File: src/rtl/list_sum_engine.sv
module list_sum_engine #(
  parameter int W           = 8,
  parameter int SUM_W       = 8,
  parameter bit SHARE_ADDER = 1'b0
) (
  input  logic             clk,
  input  logic             rst_n,
  input  logic             start,
  output logic [W-1:0]     mem_addr,
  input  logic [W-1:0]     mem_rdata,
  output logic [SUM_W-1:0] result,
  output logic             done
);

  typedef enum logic [1:0] {ST_IDLE, ST_VAL, ST_PTR} state_t;

  state_t           state_q;
  logic [W-1:0]     next_q;
  logic [W-1:0]     numa_q;
  logic [SUM_W-1:0] sum_q;
  logic [SUM_W-1:0] sum_nx;
  logic [W-1:0]     numa_nx;
  logic [SUM_W-1:0] val_ext;
  logic             busy;

  assign busy     = (state_q != ST_IDLE);
  assign mem_addr = (state_q == ST_VAL) ? numa_q : next_q;
  assign val_ext  = SUM_W'($signed(mem_rdata));

  generate
    if (SHARE_ADDER) begin : g_shared
      logic [SUM_W-1:0] add_a, add_b, add_y;
      assign add_a   = (state_q == ST_VAL) ? sum_q   : SUM_W'(mem_rdata);
      assign add_b   = (state_q == ST_VAL) ? val_ext : SUM_W'(1);
      assign add_y   = add_a + add_b;
      assign sum_nx  = add_y;
      assign numa_nx = add_y[W-1:0];
    end else begin : g_split
      assign sum_nx  = sum_q + val_ext;
      assign numa_nx = mem_rdata + W'(1);
    end
  endgenerate

  always_ff @(posedge clk) begin
    if (!rst_n) begin
      state_q <= ST_IDLE;
      next_q  <= '0;
      numa_q  <= W'(1);
      sum_q   <= '0;
      result  <= '0;
      done    <= 1'b0;
    end else if (start) begin
      state_q <= ST_VAL;
      next_q  <= '0;
      numa_q  <= W'(1);
      sum_q   <= '0;
      done    <= 1'b0;
    end else begin
      unique case (state_q)
        ST_VAL: begin
          sum_q   <= sum_nx;
          state_q <= ST_PTR;
        end
        ST_PTR: begin
          next_q <= mem_rdata;
          numa_q <= numa_nx;
          if (mem_rdata == '0) begin
            result  <= sum_q;
            done    <= 1'b1;
            state_q <= ST_IDLE;
          end else begin
            state_q <= ST_VAL;
          end
        end
        default: state_q <= ST_IDLE;
      endcase
    end
  end

endmodule


File: config.mk
export PLATFORM = sky130hd
export DESIGN_NAME = list_sum_engine
export DESIGN_NICKNAME = d
export VERILOG_FILES = /design/src/rtl/list_sum_engine.sv
export SDC_FILE = /design/constraint.sdc
export NUM_CORES = 1
export LEC_CHECK = 0
export BUFFER_PORTS_ARGS = -buffer_cell sky130_fd_sc_hd__buf_4
export CAP_MARGIN = 20
export CORE_MARGIN = 1.5
export CORE_UTILIZATION = 54
export CTS_CLUSTER_DIAMETER = 150
export CTS_CLUSTER_SIZE = 30
export DETAILED_ROUTE_END_ITERATION = 10
export PLACE_DENSITY = 0.75
export SYNTH_ARGS = -nofsm -noshare
export SYNTH_HDL_FRONTEND = slang
export SYNTH_SLANG_ARGS = --single-unit
File: constraint.sdc
create_clock -name clk -period 3.9 [get_ports clk]
set_input_delay 0.195 -clock clk [delete_from_list [all_inputs] [get_ports clk]]
set_output_delay 0.195 -clock clk [all_outputs]
set_load 0.01 [all_outputs]
; ---- Word-level counts from Yosys, hierarchy flattened
; Index checks and enable logic that the tools add are counted.
[classes]
mux = 4
n_reduce_logical = 4
n_addsub = 2
bitwise_logic = 2
n_eq_ne = 2
[ops]
columns = operator, n
row1 = 8-bit by 1-bit adder with 8-bit output (second input constant), 1
row2 = 8-bit adder, 1
row3 = 8-bit logical NOT, 1
row4 = 8-bit two-way mux, 1
row5 = 2-bit one-hot mux with 2 select lines, 1
row6 = 3-bit AND reduction, 1
row7 = 2-bit by 1-bit equality test with 1-bit output (second input constant), 1
row8 = 2-bit equality test (second input constant), 1
row9 = 1-bit two-way mux, 2
row10 = 1-bit NOT, 2
row11 = 2-bit AND reduction, 1
row12 = 2-bit OR reduction, 1
[totals]
in_bits = 11
wordCells = 21
out_inout_bits = 17
regBits = 35

; ---- Longest topological paths before layout
; Gate-level depths: netlist of run 1.
[logic_depth]
ltp_word = 4
depth_mapped = 8
depth_no_buf = 8

; ---- Least setup slack after synthesis of run 1
; OpenSTA, ideal clock, no wires.
[synth_timing]
path_type = register to register
startpoint = reg sum_q[0]
endpoint = reg sum_q[4]
n_path_buf = 0
setup_ns = 0.115
arrival_ns = 1.609
synth_period_minus_slack_ns = 1.723
setup_slack_ns = 2.177
stages_incl_launch_ff = 9
required_time_ns = 3.785
cell_sequence = dfxtp_1 > ha_1 > inv_1 > fa_1 > nor2b_1 > o21ai_0 > a21boi_0 > nor3b_1 > o21a_1
[synth_via]
elab_chain_cells = 1
[synth_rtl]
columns = item, line_no
row1 = start: declaration, 20  ; logic [SUM_W-1:0] sum_q;
row2 = start signal: assignment, 61  ; sum_q <= sum_nx;
row3 = 8-bit adder, 39  ; assign sum_nx = sum_q + val_ext;
; No other way between the ends.
; A chain may end at the register's enable or synchronous reset.

; ---- Worst setup path after layout of run 1
[layout_timing]
startpoint = reg state_q[1]
endpoint = out mem_addr[1]
[layout_via]
elab_chain_cells = 2
[layout_rtl]
columns = item, line_no
row1 = start: declaration, 17  ; state_t state_q;
row2 = start signal: assignment, 46  ; state_q <= ST_IDLE;
row3 = start signal: assignment, 53  ; state_q <= ST_VAL;
row4 = start signal: assignment, 62  ; state_q <= ST_PTR;
row5 = 2-bit by 1-bit equality test with 1-bit output, 27  ; assign mem_addr = (state_q == ST_VAL) ? numa_q : next_q;
row6 = 8-bit two-way mux, 27
row7 = end: declaration, 9  ; output logic [W-1:0] mem_addr,
; No other way between the ends.

==> results of run 1 <==
-- through the flow --
step | util, % | cells | instance area [sq um] | hold slack [ps]
after global placement | 64.68 | 248 | 2007 | 442.8
final | 66.49 | 255 | 2063 | 95.46
after floorplan | - | 185 | 1783 | 319.0
after CTS | 66.49 | 255 | 2063 | 95.44
after global routing | 66.49 | 255 | 2063 | 99.28
after detailed placement | 64.68 | 248 | 2007 | 439.4
-- critical path, delay by kind of cell (launching register included) --
family | cells | cell delay [ps]
adder cells (fa/ha/maj) | 1 | 710
multiplexers | 1 | 420
flip-flops | 1 | 330
buffers and inverters | 2 | 190
-- routing by layer --
layer  vias to the layer above  track usage (%)  routed length [um]  share of wire, %
met1                       637            25.96                1599                46
li1                        693                -                   -                 -
met3                         6            6.610                 116               3.3
met2                        17            38.98                1751                50
met4                         0            6.522                  38               1.1
met5                         -                0                   0                 0
-- how the worst max path moves through the flow --
stage / to / cells after the start
detailed placement: result[0] / 8
global route: mem_addr[1] / 4
global placement: result[6] / 8
floorplan: sum_q[4] / 8
CTS: mem_addr[1] / 4
finish: mem_addr[1] / 4
-- kinds of logic after synthesis --
group	after synthesis	synth area share [%]
multiplexers	28	16.28
flip-flops	35	39.30
AO/OA/AOI/OAI	26	9.403
AND/OR/NAND/NOR	59	17.97
adder cells (fa/ha/maj)	12	8.842
XOR/XNOR	9	4.421
buffers and inverters	16	3.790
-- final cells by class --
cell class / instances / area [sq um]
Clock buffer: 6 / 51.30
Clock inverter: 1 / 5.005
Fill cell: 289 / 1040
Inverter: 7 / 26.28
Multi-Input combinational cell: 134 / 1015
Sequential cell: 35 / 700.7
Tap cell: 44 / 55.05
Timing Repair Buffer: 28 / 210.2
-- power breakdown --
| group | total [mW] | switching [mW] | internal, mW |
|---|---|---|---|
| clock network | 0.198 | 0.115 | 0.0835 |
| registers | 0.365 | 0.00304 | 0.362 |
| logic | 0.0727 | 0.0398 | 0.0329 |
-- flip-flops by register name, indices dropped and copies added, names as in the netlist --
name / flops
numa_q: 8
next_q: 8
result: 8
sum_q: 8
done: 1
state_q: 2
-- placed cells by master (no fill, tap or decap) --
master and count:
nor4_2 1, xnor2_1 5, dfxtp_1 35, nor2b_1 11
mux2i_1 20, o211ai_1 2, nand2_1 6, nand2b_1 3
fa_1 1, a211oi_1 8, o21a_1 3, o21ai_0 5
or3_1 1, clkbuf_4 5, inv_1 7, and3_1 2
nand4b_1 1, nor2_1 20, xor2_1 4, a21oi_1 6
clkinv_2 1, nor3b_1 6, and2_1 2, clkbuf_8 1
nand3b_1 1, a21boi_0 1, ha_1 11, buf_4 28
nand3_1 4, a21o_1 1, or4b_1 1, mux2_2 8
==> key figures, run 1 <==
Die
  • Initial Util: 57.46%
  • Num rows: 20
  • Die H: 60.46 um
  • Die area: 3655 sq um
  • Ports: 28
  • Die X: 60.46 um
  • Core area: 3103 sq um

Worst hold path
  • Hold crit path type: in -> reg
  • Hold_sp: start
  • Hold Path End: state_q[0]
  • Hold-critical path depth: 2

Flow run
  • Max_cap viols: 0

CTS
  • Skew-Pair Late Insertion Delay: 340 ps
  • Post-cts repair resize count: 0
  • Num Clock Sinks: 35
  • CTS Buf Count: 5
  • Setup Fix Bufs, Post-CTS: 0
  • Clk slew on worst S/H paths: 90 ps
  • CTS tree: built
  • # H-tree levels: 2
  • Clk root buf: clkbuf_4
  • CTS Buffer Depth: 2
  • Post-CTS Hold Buffers: 0

Routing
  • Vias: 1353
  • Vias/cell: 5.306
  • ANT nets after route: 0
  • Routed WL: 3506 um
  • DRC errors left: 0
  • TritonRoute pass-1 iters: 4
  • DR WL/cell: 13.75 um
  • Starting DRT DRC Count: 62

Layout
  • Nets@finish: 234
  • Inserted Diodes: 0
  • Area growth, synth to finish: 15.72%
  • Share of cells above drive strength 1: 20.85%

Global route
  • Largest net degree at the start of global routing: 27
  • Vias in the first global route: 1316
  • First-pass GRT wire length: 5968 um
  • Grt total ovfl: 0
  • Total track usage: 22.08%
  • Number of antenna violations at the first check in global routing: 0

Synthesis
  • Mapped Nets: 208
  • Synthesized cell area: 1783 sq um
  • Primary FF master, synth: dfxtp_1
  • Number of synthesized flops with an enable pin: 0
  • Synth cell types: 31
  • Number of synthesized register bits: 35
  • Share of the synthesized area in the top cell type: 39.30%
  • Most common cell in the netlist: dfxtp_1
  • Synth cell count leaders: 35 x dfxtp_1, 20 x mux2i_1, 20 x nor2_1, 11 x ha_1, 11 x nor2b_1
  • Asr flop ratio synth: 0%
  • Synth area leader: dfxtp_1
  • Avg Synthesized Cell Area: 9.638 sq um
  • Synth Warn #: 0
  • Sequential-to-total area share from yosys stat: 39.30%
  • Synth area leaders: dfxtp_1 39%, mux2i_1 11%, ha_1 7.7%
  • Synth Instances: 185

Placement
  • DPL Wire Length: 2594 um
  • RePlAce Congestion: 0.8877
  • Pre-CTS setup slack: 1667 ps
  • Port Buffers: 27

Worst setup path
  • Reg2reg setup slack: 1980 ps
  • CP Launch Type: flop
  • Critical Path, Cell by Cell: inv_1, ha_1, mux2_2, buf_4
  • Kind of critical path: reg -> out
  • Crit Reg-Reg Endpoint: sum_q[4]
  • Worst Reg-to-Reg Cells: 8
  • Critical Path Fanout Max: 21
  • Arr. time, crit path: 1990 ps
  • Critical Path RT: 3700 ps
  • Reg-to-reg startpoint: sum_q[0]
  • Crit path max-delay cell type: ha_1
  • Crit path from: state_q[1]
  • Worst stage delay on the critical path: 710 ps
  • Crit end category: output port

Power
  • Pwr/cell area: 308.0 nW/um^2
  • Pwr Total: 635.5 uW
  • Static leakage: 0.8613 nW
  • Maximum VDD drop: 210.3 uV

STA
  • Setup TNS Final: 0 ps
  • PnR worst setup slack: 1714 ps
  • Crit path time final: 2186 ps
  • RSZ-0062 raised after global routing: false
  • F_max: 457.6 MHz
  • Period utilisation layout: 56.04%
  • Final-report hold violation count: 0
  • Setup violators final: 0
  • Rel. slew slack: 40.85%
  • Max Slew Vio Count: 0
  • Worst Skew: 9.262 ps
  • Slew @ Worst Pin: 887.2 ps

Run status
  • Status: finished clean
Power figures use the tool's default switching activity.
==> run 2: changes to the inputs <==
--- a/config.mk
+++ b/config.mk
@@ -8,11 +8,11 @@
 export BUFFER_PORTS_ARGS = -buffer_cell sky130_fd_sc_hd__buf_4
 export CAP_MARGIN = 20
 export CORE_MARGIN = 1.5
-export CORE_UTILIZATION = 54
+export CORE_UTILIZATION = 50
 export CTS_CLUSTER_DIAMETER = 150
 export CTS_CLUSTER_SIZE = 30
 export DETAILED_ROUTE_END_ITERATION = 10
-export PLACE_DENSITY = 0.75
+export PLACE_DENSITY = 0.73
 export SYNTH_ARGS = -nofsm -noshare
 export SYNTH_HDL_FRONTEND = slang
 export SYNTH_SLANG_ARGS = --single-unit
==> constraint.sdc (replaced) <==
create_clock -name clk -period 2 [get_ports clk]
set_input_delay 0.1 -clock clk [delete_from_list [all_inputs] [get_ports clk]]
set_output_delay 0.1 -clock clk [all_outputs]
set_load 0.01 [all_outputs]
==> run 2 against run 1 <==
  * Clock-buffer cell count grew 2
  * Via count is 1.6% higher
  * Global-route usage fell by 2.3 points
  * Final cell count up 3.5%
  * Largest cell class unchanged
  * Non-clock buffer count up 6
  * Worst setup slack worse by 1600 ps
  * Wire length grew 3.1%
  * Sequential cell count stayed put
  * Die area grew 7.6%
  * Clock power increased by 120%
  * Sequential power is 95% higher
==> key figures, run 2 (synthesis gave the netlist of run 1 again) <==
Layout
  • Final Cell Area: 2130 sq um (+3.2%)
  • Share of cells above drive strength 1: 23.39% (+2.5 points)
  • Inserted Diodes: 0 (unchanged)
  • Nets@finish: 240 (+2.6%)
  • Area growth, synth to finish: 19.44%
  • Most frequent cells in the layout: 34 x dfxtp_1, 33 x buf_4, 20 x nor2_1, 20 x mux2i_1, 11 x nor2b_1
  • Most common cell after layout, fill and taps aside: dfxtp_1

Worst setup path
  • Arr. time, crit path: 2060 ps (+70 ps)
  • Critical Path, Cell by Cell: ha_1, inv_1, fa_1, nor2b_1, o21ai_0, a21boi_1, o21a_1, o211ai_1
  • CP Launch Type: flop
  • CP delay by family, top: compound AO/OA/AOI/OAI gates
  • Critical Path Fanout Max: 3 (-86%)
  • Worst Path Buf+Inv: 1 (-1)
  • Crit end category: flop
  • Worst stage delay on the critical path: 400 ps (-310 ps)
  • Crit path max-delay cell type: fa_1
  • Kind of critical path: reg -> reg
  • Critical Path RT: 2220 ps (-1480 ps)

Die
  • Die H: 62.72 um (+3.7%)
  • Initial Util: 52.60% (-4.9 points)
  • Num rows: 21 (+5.0%)
  • Core area: 3390 sq um (+9.2%)
  • Ports: 28 (unchanged)
  • Die area: 3933 sq um (+7.6%)
  • Die X: 62.72 um (+3.7%)

Placement
  • Port Buffers: 27 (unchanged)
  • Dpl cell area: 2047 sq um (+2.0%)
  • RePlAce Congestion: 0.8137 (-8.3%)
  • DPL Wire Length: 2760 um (+6.4%)

STA
  • Period utilisation layout: 92.02%
  • Crit path time final: 1840 ps
  • F_max: 543.4 MHz
  • Setup violators final: 0 (unchanged)
  • Rel. slew slack: 72.07% (+31 points)
  • RSZ-0062 raised after global routing: false
  • Max Slew Vio Count: 0 (unchanged)
  • Hold slack: 35.36 ps (-60.09 ps)
  • Slew @ Worst Pin: 418.0 ps (-469.2 ps)
  • Final-report hold violation count: 0 (unchanged)
  • Worst Skew: 10.25 ps (+0.9907 ps)
  • Setup TNS Final: 0 ps (unchanged)

Routing
  • Vias/cell: 5.205 (-1.9%)
  • DR WL/cell: 13.69 um (-0.41%)
  • DRC errors left: 0 (unchanged)
  • Starting DRT DRC Count: 41 (-34%)
  • ANT nets after route: 0 (unchanged)
  • Vias: 1374 (+1.6%)
  • TritonRoute pass-1 iters: 4 (unchanged)
  • Routed WL: 3615 um (+3.1%)

Global route
  • Number of antenna violations at the first check in global routing: 0 (unchanged)
  • Largest net degree at the start of global routing: 26 (-3.7%)
  • Grt total ovfl: 0 (unchanged)
  • Total track usage: 19.82% (-2.3 points)
  • Vias in the first global route: 1355 (+3.0%)
  • First-pass GRT wire length: 6113 um (+2.4%)

CTS
  • Skew-Pair Late Insertion Delay: 340 ps (about the same)
  • # H-tree levels: 2 (unchanged)
  • Num Clock Sinks: 35 (unchanged)
  • CTS Buffer Depth: 2 (unchanged)
  • CTS tree: built
  • Setup Fix Bufs, Post-CTS: 0 (unchanged)
  • Clk slew on worst S/H paths: 100 ps (about the same)
  • CTS Buf Count: 5 (unchanged)
  • Clk root buf: clkbuf_4

Flow run
  • Max_cap viols: 0 (unchanged)

Worst hold path
  • Hold crit path type: in -> reg

Power
  • Maximum VDD drop: 328.2 uV (+56%)
  • Pwr/cell area: 609.4 nW/um^2 (+98%)
  • Static leakage: 0.8942 nW (+3.8%)

Run status
  • Status: finished clean
==> run 2: cell types whose count changed in the layout (fill, tap and decap cells not counted), sizes merged <==
cell         delta
dlygate4sd3     +1
buf             +5
clkinv          -1
clkbuf          +2
==> run 2: layer usage <==
metal  track usage [%]  routed length (um)  vias up
met1             24.17                1658      625
met3             6.667                 199        7
met5                 0                   0        -
met2             31.99                1686       32
li1                  -                   -      710
met4             8.333                  70        0
==> run 2: layout make-up <==
class | count | area, sq um
inverters | 7 | 26.28
multi-input cells | 134 | 1017
clock buffers | 8 | 68.82
flip-flops and latches | 35 | 701.9
repair buffers | 34 | 257.7
well taps | 46 | 57.56
fillers | 289 | 1260
==> run 2: worst min-delay path, cell delays in order <==
cell	delay, ps
buf_4	110
mux2i_1	70
nor2_1	70
==> run 2: worst paths after layout <==
kind	slack [ps]	start	cells after the start	end
worst max-delay path	160	sum_q[0]	8	sum_q[6]
worst min-delay path	40	mem_rdata[1]	3	next_q[1]
worst max register to register	160	sum_q[0]	8	sum_q[6]
worst min register to register	490	done	2	done
==> run 2: stage by stage <==
stage | worst slack, ps | instances | power (mW) | util (%)
6_report | 159.7 | 264 | 1.298 | 62.83
5_1_grt | 30.66 | 264 | 1.353 | 62.83
3_5_place_dp | 23.76 | 255 | 0.8742 | 60.39
3_3_place_gp | 106.6 | 255 | 0.8699 | 60.39
2_1_floorplan | 276.7 | 185 | 0.8168 | -
4_1_cts | 11.90 | 264 | 1.307 | 62.72
==> run 2: timing repair <==
action,CTS,global route
resized for setup,0,3
endpoints found under the hold margin,1,0
hold buffers,1,0
setup endpoints to repair,0,10
==> run 2: report_power, final <==
part / total, mW / internal (mW) / switching [mW] / leakage, nW
sequential: 0.712 / 0.706 / 0.00617 / 0.283
clock: 0.437 / 0.207 / 0.230 / 0.0386
combinational: 0.149 / 0.0700 / 0.0790 / 0.572
